===== config.mk =====
export PLATFORM = sky130hd
export DESIGN_NAME = mode_sync_decoder
export DESIGN_NICKNAME = d
export VERILOG_FILES = /design/src/rtl/mss_pkg.sv /design/src/rtl/mss_edge_timer.sv /design/src/rtl/mss_pulse_qualifier.sv /design/src/rtl/mss_mode_ctrl.sv /design/src/rtl/mode_sync_decoder.sv
export SDC_FILE = /design/constraint.sdc
export NUM_CORES = 1
export LEC_CHECK = 0
export BUFFER_PORTS_ARGS = -buffer_cell sky130_fd_sc_hd__buf_2
export CAP_MARGIN = 20
export CORE_UTILIZATION = 45
export DETAILED_ROUTE_END_ITERATION = 10
export SLEW_MARGIN = 10
export SYNTH_ARGS = -nofsm -noshare
export SYNTH_HDL_FRONTEND = slang
export SYNTH_HIERARCHICAL = 1
export SYNTH_SLANG_ARGS = --single-unit

===== constraint.sdc =====
create_clock -name clk -period 2.24 [get_ports clk]
set_input_delay 0.336 -clock clk [delete_from_list [all_inputs] [get_ports clk]]
set_output_delay 0.336 -clock clk [all_outputs]
set_load 0.01 [all_outputs]

===== src/rtl/mss_pkg.sv =====
package mss_pkg;
   typedef enum logic [1:0] {
      MSS_AUTO = 2'b00,
      MSS_FPWM = 2'b01,
      MSS_SYNC = 2'b10
   } mss_mode_e;
endpackage


===== src/rtl/mss_edge_timer.sv =====
module mss_edge_timer #(
   parameter int TMODE_CYC = 4096,
   parameter int CW        = 8
) (
   input  logic          clk,
   input  logic          rst_n,
   input  logic          pin_i,
   output logic          rise_o,
   output logic          fall_o,
   output logic [CW-1:0] since_rise_o,
   output logic          steady_o
);
   localparam int           QW     = $clog2(TMODE_CYC + 1);
   localparam logic [QW-1:0] Q_FULL = QW'(TMODE_CYC);
   localparam logic [QW-1:0] Q_LAST = QW'(TMODE_CYC - 1);
   localparam logic [CW-1:0] R_SAT  = {CW{1'b1}};

   logic          pin_q;
   logic          edge_seen;
   logic [QW-1:0] quiet_q;
   logic [CW-1:0] since_q;

   assign rise_o    = pin_i & ~pin_q;
   assign fall_o    = ~pin_i & pin_q;
   assign edge_seen = rise_o | fall_o;
   assign steady_o  = !edge_seen && (quiet_q == Q_LAST);
   assign since_rise_o = since_q;

   always_ff @(posedge clk or negedge rst_n) begin
      if (!rst_n) begin
         pin_q   <= 1'b0;
         quiet_q <= Q_FULL;
         since_q <= R_SAT;
      end else begin
         pin_q <= pin_i;
         if (edge_seen)
            quiet_q <= '0;
         else if (quiet_q != Q_FULL)
            quiet_q <= quiet_q + 1'b1;
         if (rise_o)
            since_q <= CW'(1);
         else if (since_q != R_SAT)
            since_q <= since_q + 1'b1;
      end
   end
endmodule


===== src/rtl/mss_pulse_qualifier.sv =====
module mss_pulse_qualifier #(
   parameter int HI_MIN       = 20,
   parameter int HI_MAX       = 80,
   parameter int PER_MIN      = 50,
   parameter int PER_MAX      = 200,
   parameter bit CHECK_PERIOD = 1'b1,
   parameter int LOCK_PULSES  = 4,
   parameter int SYNC_CYCLES  = 2048,
   parameter int CW           = 8
) (
   input  logic          clk,
   input  logic          rst_n,
   input  logic          rise_i,
   input  logic          fall_i,
   input  logic          steady_i,
   input  logic [CW-1:0] since_rise_i,
   output logic          lock_hit_o,
   output logic          sync_hit_o,
   output logic          run_zero_o,
   output logic          run_two_o
);
   localparam int            RW     = $clog2(SYNC_CYCLES + 1);
   localparam logic [RW-1:0] R_TOP  = RW'(SYNC_CYCLES);
   localparam logic [RW-1:0] R_LOCK = RW'(LOCK_PULSES - 1);
   localparam logic [RW-1:0] R_SYNC = RW'(SYNC_CYCLES - 1);
   localparam logic [CW-1:0] H_LO   = CW'(HI_MIN);
   localparam logic [CW-1:0] H_HI   = CW'(HI_MAX);

   logic [RW-1:0] run_q;
   logic          per_ok_q;
   logic          per_fit;
   logic          hi_fit;
   logic          good;
   logic          bad;

   generate
      if (CHECK_PERIOD) begin : g_per_chk
         localparam logic [CW-1:0] P_LO = CW'(PER_MIN);
         localparam logic [CW-1:0] P_HI = CW'(PER_MAX);
         assign per_fit = (since_rise_i >= P_LO) && (since_rise_i <= P_HI);
      end else begin : g_per_free
         assign per_fit = 1'b1;
      end
   endgenerate

   assign hi_fit     = (since_rise_i >= H_LO) && (since_rise_i <= H_HI);
   assign good       = fall_i && per_ok_q && hi_fit;
   assign bad        = fall_i && !(per_ok_q && hi_fit);
   assign lock_hit_o = good && (run_q == R_LOCK);
   assign sync_hit_o = good && (run_q == R_SYNC);
   assign run_zero_o = (run_q == '0);
   assign run_two_o  = (run_q == RW'(2));

   always_ff @(posedge clk or negedge rst_n) begin
      if (!rst_n) begin
         run_q    <= '0;
         per_ok_q <= 1'b0;
      end else begin
         if (rise_i)
            per_ok_q <= (run_q == '0) || per_fit;
         if (steady_i || bad)
            run_q <= '0;
         else if (good && run_q != R_TOP)
            run_q <= run_q + 1'b1;
      end
   end
endmodule


===== src/rtl/mss_mode_ctrl.sv =====
module mss_mode_ctrl
   import mss_pkg::*;
(
   input  logic      clk,
   input  logic      rst_n,
   input  logic      pin_i,
   input  logic      steady_i,
   input  logic      lock_hit_i,
   input  logic      sync_hit_i,
   input  logic      run_zero_i,
   input  logic      run_two_i,
   output mss_mode_e mode_o,
   output logic      ss_en_o,
   output logic      pulse_ctl_o
);
   mss_mode_e lvl_mode;
   assign lvl_mode = pin_i ? MSS_FPWM : MSS_AUTO;

   always_ff @(posedge clk or negedge rst_n) begin
      if (!rst_n) begin
         mode_o      <= MSS_AUTO;
         ss_en_o     <= 1'b1;
         pulse_ctl_o <= 1'b0;
      end else begin
         if (lock_hit_i)
            pulse_ctl_o <= 1'b1;
         if (!pulse_ctl_o) begin
            mode_o  <= lvl_mode;
            ss_en_o <= 1'b1;
         end else if (sync_hit_i) begin
            mode_o  <= MSS_SYNC;
            ss_en_o <= 1'b0;
         end else if (steady_i) begin
            if (mode_o == MSS_SYNC || run_zero_i) begin
               mode_o  <= lvl_mode;
               ss_en_o <= 1'b1;
            end else if (run_two_i) begin
               mode_o  <= lvl_mode;
               ss_en_o <= 1'b0;
            end
         end
      end
   end
endmodule


===== src/rtl/mode_sync_decoder.sv =====
module mode_sync_decoder
   import mss_pkg::*;
#(
   parameter int HI_MIN       = 20,
   parameter int HI_MAX       = 80,
   parameter int PER_MIN      = 50,
   parameter int PER_MAX      = 200,
   parameter bit CHECK_PERIOD = 1'b1,
   parameter int LOCK_PULSES  = 4,
   parameter int SYNC_CYCLES  = 2048,
   parameter int TMODE_CYC    = 4096
) (
   input  logic       clk,
   input  logic       rst_n,
   input  logic       pin_i,
   output logic [1:0] mode_o,
   output logic       ss_en_o,
   output logic       sync_lock_o,
   output logic       pulse_ctl_o
);
   localparam int CW = $clog2(PER_MAX + 2);

   generate
      if (HI_MIN < 1 || HI_MIN > HI_MAX)
         $error("high-time window is empty");
      if (PER_MIN <= HI_MIN || PER_MIN > PER_MAX)
         $error("period window is empty or shorter than high time");
      if (LOCK_PULSES <= 2 || SYNC_CYCLES <= LOCK_PULSES)
         $error("lock count must exceed 2 and stay below sync count");
      if (TMODE_CYC <= PER_MAX)
         $error("quiet timeout must exceed the longest period");
   endgenerate

   logic          rise, fall, steady;
   logic [CW-1:0] since_rise;
   logic          lock_hit, sync_hit, run_zero, run_two;
   mss_mode_e     mode_e;

   mss_edge_timer #(.TMODE_CYC(TMODE_CYC), .CW(CW)) u_timer (
      .clk          (clk),
      .rst_n        (rst_n),
      .pin_i        (pin_i),
      .rise_o       (rise),
      .fall_o       (fall),
      .since_rise_o (since_rise),
      .steady_o     (steady)
   );

   mss_pulse_qualifier #(
      .HI_MIN(HI_MIN), .HI_MAX(HI_MAX), .PER_MIN(PER_MIN), .PER_MAX(PER_MAX),
      .CHECK_PERIOD(CHECK_PERIOD), .LOCK_PULSES(LOCK_PULSES),
      .SYNC_CYCLES(SYNC_CYCLES), .CW(CW)
   ) u_qual (
      .clk          (clk),
      .rst_n        (rst_n),
      .rise_i       (rise),
      .fall_i       (fall),
      .steady_i     (steady),
      .since_rise_i (since_rise),
      .lock_hit_o   (lock_hit),
      .sync_hit_o   (sync_hit),
      .run_zero_o   (run_zero),
      .run_two_o    (run_two)
   );

   mss_mode_ctrl u_ctrl (
      .clk         (clk),
      .rst_n       (rst_n),
      .pin_i       (pin_i),
      .steady_i    (steady),
      .lock_hit_i  (lock_hit),
      .sync_hit_i  (sync_hit),
      .run_zero_i  (run_zero),
      .run_two_i   (run_two),
      .mode_o      (mode_e),
      .ss_en_o     (ss_en_o),
      .pulse_ctl_o (pulse_ctl_o)
   );

   assign mode_o      = mode_e;
   assign sync_lock_o = (mode_e == MSS_SYNC);
endmodule


==> impl_metrics.py, run 1 <==
metrics = {
    "status": {
        "outcome": "completed",
    },
    "synth": {
        "syn_inst": 244,
        "netlist.area_leader.share_pct": 31.5,
        "synth_commonest_cells": "dfrtp_1 (29), a21oi_1 (20), nand2_1 (17), nand3_1 (14), inv_1 (13)",
        "ys.warnings.count": 6,
        "ys.flop_type": "dfrtp_1",
        "syn_avg_cell_area_um2": 9.44,
        "ys_top_cells_by_area": "dfrtp_1 (32%), dfstp_2 (11%), a21oi_1 (4.3%)",
        "synth.largest_area_cell": "dfrtp_1",
        "ys_seq_area_share_pct": 42.9,
        "yosysMostFrequentCell": "dfrtp_1",
        "syn_nets": 255,
        "ys_seq_elements": 39,
        "async_flop_share_pct": 100,
        "synth-edff-count": 0,
        "synth_cell_types": 55,
        "synthesis.area_mm2": 0.00230,
    },
    "clock_network": {
        "cts_tree": "done",
        "cts_max_level": 2,
        "ctsRootBufferMaster": "clkbuf_8",
        "clk_pin_slew_ns": 0.08,
        "clock_sinks": 39,
        "clockBufferDepth": 2,
        "clock_latency_ns": 0.29,
        "cts_inserted_buffers": 5,
    },
    "routing": {
        "wl_um": 4970,
        "dr.pass1.iters": 4,
        "drt_iter0_drc": 77,
        "wl_per_cell_um": 15.0,
        "vias_per_cell": 5.91,
        "drc_errors": 0,
        "ant_nets": 0,
        "vias": 1963,
    },
    "sta": {
        "finalSetupTns_ns": 0,
        "hold_viol": 0,
        "timing.final.crit_share_pct": 94.2,
        "setup_viol": 0,
        "fin_skew_ns": 0.00796,
        "tightest_slew_ns": 0.435,
        "rsz0062_at_grt": "no",
        "period_minus_slack_ns": 2.11,
        "slew_viol_final": 0,
        "slew_headroom_pct": 71.0,
        "max_freq_mhz": 474,
    },
    "grt": {
        "grt_first_pass_wirelength_um": 8390,
        "antenna_found_initial": 0,
        "grt_max_degree": 22,
        "overflow": 0,
        "track_usage_pct": 20.5,
        "grt_pass1_vias": 1785,
    },
    "layout": {
        "syn2layout_area_growth_pct": 13.9,
        "drive_above_1_share_pct": 19.6,
        "diodes": 0,
        "nNetsFinal": 275,
        "ff_latch_area_um2": 988,
        "multi_input_comb_area_mm2": 0.00124,
        "nFillCells": 458,
    },
    "place": {
        "port_buffers": 7,
        "dpl.hpwl_um": 3490,
        "gp_congestion": 0.774,
    },
    "setup_path": {
        "worstPathMaxFanout": 18,
        "path_cells": "o21ai_0 -> a211oi_2 -> nand2_4 -> or4_1 -> a21oi_1",
        "crit_path_start": "u_timer/since_rise_o[3]",
        "worstSetupPathType": "register to register",
        "cp_data_arrival_time_ns": 2.32,
        "cp.required_ns": 2.45,
        "max_stage_delay_ns": 0.61,
        "worstSetupEndpointType": "register",
        "r2r-end": "u_qual/run_q[3]",
        "r2r_setup_slack_ns": 0.13,
        "worstReg2RegStart": "u_timer/since_rise_o[3]",
        "start_kind": "register",
        "cp_top_family": "simple AND/OR/NAND/NOR gates",
        "critPathSlowestCell": "dfstp_2",
        "reg2reg_depth": 5,
        "path_buf_inv": 0,
    },
    "power": {
        "power_density_mw_per_mm2": 651,
        "p_leak_uw": 0.00102,
        "totalPowerFinal_uw": 1710,
        "ir_drop_mv": 0.392,
    },
    "flow_run": {
        "max_cap_violations": 0,
    },
    "floorplan": {
        "die_area_mm2": 0.00541,
        "die_y_um": 73.5,
        "io_pins": 8,
        "start_util_pct": 47.8,
        "core_area_mm2": 0.00482,
        "die_x_um": 73.5,
        "row_count": 25,
    },
    "min_path": {
        "min_path_type": "primary input to register",
        "hp-start": "pin_i",
        "holdPathEnd": "u_timer/pin_q",
        "holdPathStages": 1,
    },
}
flip-flops by register name, summed over array words and instances, names as in the netlist:
| signal | count |
|---|---|
| u_timer/pin_q | 1 |
| u_ctrl/mode_o | 2 |
| u_ctrl/ss_en_o | 1 |
| u_qual/per_ok_q | 1 |
| u_timer/since_rise_o | 8 |
| u_ctrl/pulse_ctl_o | 1 |
| u_timer/quiet_q | 13 |
| u_qual/run_q | 12 |
worst max path at each step:
| stage | cells after the start | slack (ns) | to |
|---|---|---|---|
| after floorplan | 8 | 0.04 | u_ctrl/mode_o[0] |
| after global placement | 7 | 0.17 | u_ctrl/mode_o[0] |
| after detailed placement | 7 | 0.06 | u_ctrl/mode_o[0] |
| after CTS | 7 | 0.06 | u_ctrl/mode_o[0] |
| after global routing | 7 | 0.01 | u_ctrl/mode_o[0] |
| final | 5 | 0.13 | u_qual/run_q[3] |
layer usage:
layer,wire length [µm],global-route usage (%),up-vias
li1,-,-,962
met1,2440,28.7,948
met2,2270,30.6,41
met3,139,3.29,12
met4,114,9.83,0
met5,0,0,-
cell families (layout without fill, tap and decap cells):
| logic type | after synthesis | after routing | synth area share (%) |
|---|---|---|---|
| XOR/XNOR | 6 | 6 | 2.28 |
| flip-flops | 39 | 39 | 42.9 |
| AND/OR/NAND/NOR | 104 | 104 | 26.7 |
| multiplexers | 2 | 2 | 0.870 |
| adder cells (fa/ha/maj) | 8 | 8 | 4.35 |
| buffers and inverters | 21 | 42 | 3.91 |
| AO/OA/AOI/OAI | 64 | 64 | 19.0 |
cell usage in the layout (no fill, tap or decap), drive strengths merged, types with 3 or more instances in the layout:
| master | netlist | final |
|---|---|---|
| nor4 | 4 | 4 |
| nand4 | 7 | 7 |
| o31ai | 10 | 10 |
| or4 | 9 | 9 |
| nor4b | 3 | 3 |
| clkbuf | 4 | 6 |
| buf | 3 | 19 |
| xor2 | 4 | 4 |
| dfstp | 10 | 10 |
| inv | 13 | 13 |
| nand2 | 18 | 18 |
| a31oi | 3 | 3 |
| and3 | 5 | 5 |
| and2 | 3 | 3 |
| a21oi | 20 | 20 |
| ha | 8 | 8 |
| or3 | 8 | 8 |
| o21ai | 12 | 12 |
| a211oi | 5 | 5 |
| nor3 | 9 | 9 |
| nand3 | 15 | 15 |
| dfrtp | 29 | 29 |
| nor2 | 11 | 11 |
layout make-up:
class	count	share of cell area [%]
Clock buffer	6	3.15
Timing Repair Buffer	20	5.16
Inverter	14	2.00
Multi-Input combinational cell	184	47.4
Sequential cell	39	37.7
Tap cell	67	3.20
Clock inverter	2	1.34
where the power goes:
part           leakage [µW]  internal (µW)  switching [µW]
logic              0.000466            100             138
registers          0.000497            776            79.6
clock network     0.0000612            361             253
total               0.00102           1240             470
metrics by stage:
| stage | std cells | setup slack, ns | hold WS (ns) | instance area, µm² | utilization, % |
|---|---|---|---|---|---|
| 4_1_cts | 331 | 0.0612 | 0.200 | 2600 | 54.0 |
| 6_report | 332 | 0.129 | 0.206 | 2620 | 54.4 |
| 5_1_grt | 332 | 0.0136 | 0.201 | 2620 | 54.4 |
| 2_1_floorplan | 244 | 0.0436 | 0.0404 | 2310 | - |
| 3_3_place_gp | 322 | 0.165 | 0.297 | 2470 | 51.3 |
| 3_5_place_dp | 322 | 0.0632 | 0.301 | 2470 | 51.3 |
repair_timing:
action                                  4_1_cts  5_1_grt
endpoints found under the setup margin        0        2
hold buffers                                  1        0
endpoints found under the hold margin        11        0
buffers inserted                              0        1
resized for setup                             0        2
Power figures use the tool's default switching activity.
==> inputs of run 2 (changes only) <==
--- a/config.mk
+++ b/config.mk
@@ -11,2 +11,3 @@
 export DETAILED_ROUTE_END_ITERATION = 10
+export SKIP_CTS_REPAIR_TIMING = 1
 export SLEW_MARGIN = 10
==> constraint.sdc (replaced) <==
create_clock -name clk -period 2.24 [get_ports clk]
set_input_delay 0.224 -clock clk [delete_from_list [all_inputs] [get_ports clk]]
set_output_delay 0.224 -clock clk [all_outputs]
set_load 0.01 [all_outputs]
==> run 2 against run 1 <==
  * Critical path depth stayed put
  * Flip-flop and latch count unchanged
  * Global-route usage shrank 0.36 points
  * Register-to-register slack better by 0.03 ns
  * Via count down 4.3%
  * Combinational power shrank 2%
  * Utilization is 1.5 points lower
  * Sequential power is essentially flat
==> impl_metrics.py, run 2 (synthesized netlist as in run 1, its figures left out) <==
metrics = {
    "sta": {
        "rsz0062_at_grt": "no",
        "slew_headroom_pct": 41.1,
        "tightest_slew_ns": 0.884,
        "period_minus_slack_ns": 2.08,
        "hold_viol": 0,
        "slew_viol_final": 0,
        "setup_viol": 0,
        "finalSetupTns_ns": 0,
        "fin_skew_ns": 0.00998,
        "timing.final.crit_share_pct": 92.9,
        "max_freq_mhz": 481,
    },
    "routing": {
        "vias": 1878,
        "wl_um": 4900,
        "drt_iter0_drc": 89,
        "dr.pass1.iters": 4,
        "ant_nets": 0,
        "vias_per_cell": 5.74,
        "wl_per_cell_um": 15.0,
        "drc_errors": 0,
    },
    "setup_path": {
        "crit_path_start": "u_timer/since_rise_o[3]",
        "reg2reg_depth": 5,
        "r2r_setup_slack_ns": 0.16,
        "worstReg2RegStart": "u_timer/since_rise_o[3]",
        "worstSetupPathType": "register to register",
        "r2r-end": "u_qual/run_q[6]",
        "worstPathMaxFanout": 18,
        "worstSetupEndpointType": "register",
        "cp_data_arrival_time_ns": 2.29,
        "cp.required_ns": 2.45,
        "start_kind": "register",
    },
    "layout": {
        "nFillCells": 460,
        "final_cells": 327,
        "layout_commonest_cell": "dfrtp_1",
        "largest_reg_flops": 13,
        "design_area_mm2": 0.00255,
        "regMostFlops": "u_timer/quiet_q",
        "multi_input_comb_area_mm2": 0.00124,
        "syn2layout_area_growth_pct": 10.7,
        "ff_latch_area_um2": 990,
        "drive_above_1_share_pct": 18.5,
        "final_cell_mix": "dfrtp_1 (28), a21oi_1 (20), nand2_1 (17), nand3_1 (14), inv_1 (13)",
        "nNetsFinal": 270,
        "diodes": 0,
    },
    "floorplan": {
        "row_count": 25,
        "die_x_um": 73.5,
        "die_y_um": 73.5,
        "io_pins": 8,
        "die_area_mm2": 0.00541,
        "core_area_mm2": 0.00482,
        "start_util_pct": 47.8,
    },
    "flow_run": {
        "max_cap_violations": 0,
    },
    "clock_network": {
        "cts_inserted_buffers": 5,
        "clk_pin_slew_ns": 0.08,
        "ctsRootBufferMaster": "clkbuf_8",
        "cts_max_level": 2,
        "clockBufferDepth": 2,
        "clock_latency_ns": 0.29,
        "clock_sinks": 39,
        "cts_tree": "done",
    },
    "status": {
        "outcome": "completed",
    },
    "grt": {
        "grt_max_degree": 40,
        "overflow": 0,
        "antenna_found_initial": 0,
        "grt_pass1_vias": 1729,
        "grt_first_pass_wirelength_um": 8390,
        "track_usage_pct": 20.1,
    },
    "min_path": {
        "min_path_type": "primary input to async pin",
    },
    "place": {
        "dp_cells": 319,
        "placed_area_mm2": 0.00245,
        "dpl.hpwl_um": 3320,
        "gp_congestion": 0.792,
        "port_buffers": 7,
    },
    "power": {
        "p_leak_uw": 0.000978,
        "power_density_mw_per_mm2": 610,
        "ir_drop_mv": 0.469,
    },
}
-- run 2: cell count changes in the layout (fill, tap and decap cells not counted), sizes merged --
cell,before,now
buf,19,15
bufinv,1,0
clkbuf,6,7
dlygate4sd3,1,0
-- run 2: worst max path at each step --
stage,to
after global placement,u_ctrl/mode_o[0]
after global routing,u_ctrl/mode_o[0]
after floorplan,u_ctrl/mode_o[0]
after CTS,u_ctrl/mode_o[0]
after detailed placement,u_ctrl/mode_o[0]
final,u_qual/run_q[6]
-- run 2: worst max-delay path, stage by stage (launching register included) --
cell and delay [ns]:
dfstp_2 0.61, o21ai_0 0.17, a211oi_2 0.35, nand2_4 0.18, or4_1 0.53, a21oi_1 0.17
-- run 2: final cells by class --
class / instances / area share [%]
clock buffer: 7 / 3.00
clock inverter: 1 / 0.196
inverter: 14 / 2.06
multi-input combinational: 184 / 48.9
sequential: 39 / 38.9
tap: 67 / 3.29
timing repair buffer: 15 / 3.73
-- run 2: metrics by stage --
stage	worst slack [ns]	hold slack [ns]	power, µW	utilization (%)
final	0.160	0.0509	1550	52.9
after global routing	0.0164	0.105	1640	52.9
after CTS	0.0770	0.0804	1570	52.5
after detailed placement	0.0869	0.398	1100	50.9
after global placement	0.144	0.387	1100	50.9
after floorplan	0.0436	-0.0716	1030	-
-- run 2: metal layers --
layer	wire, µm	share of wire [%]	track usage (%)
met4	32	0.65	5.13
met5	0	0	0
met2	2210	45	29.6
met3	82	1.7	4.12
met1	2580	53	29.9
-- run 2: power by group --
part | switching (µW) | internal (µW)
logic | 137 | 97.2
registers | 77.0 | 776
clock network | 249 | 219
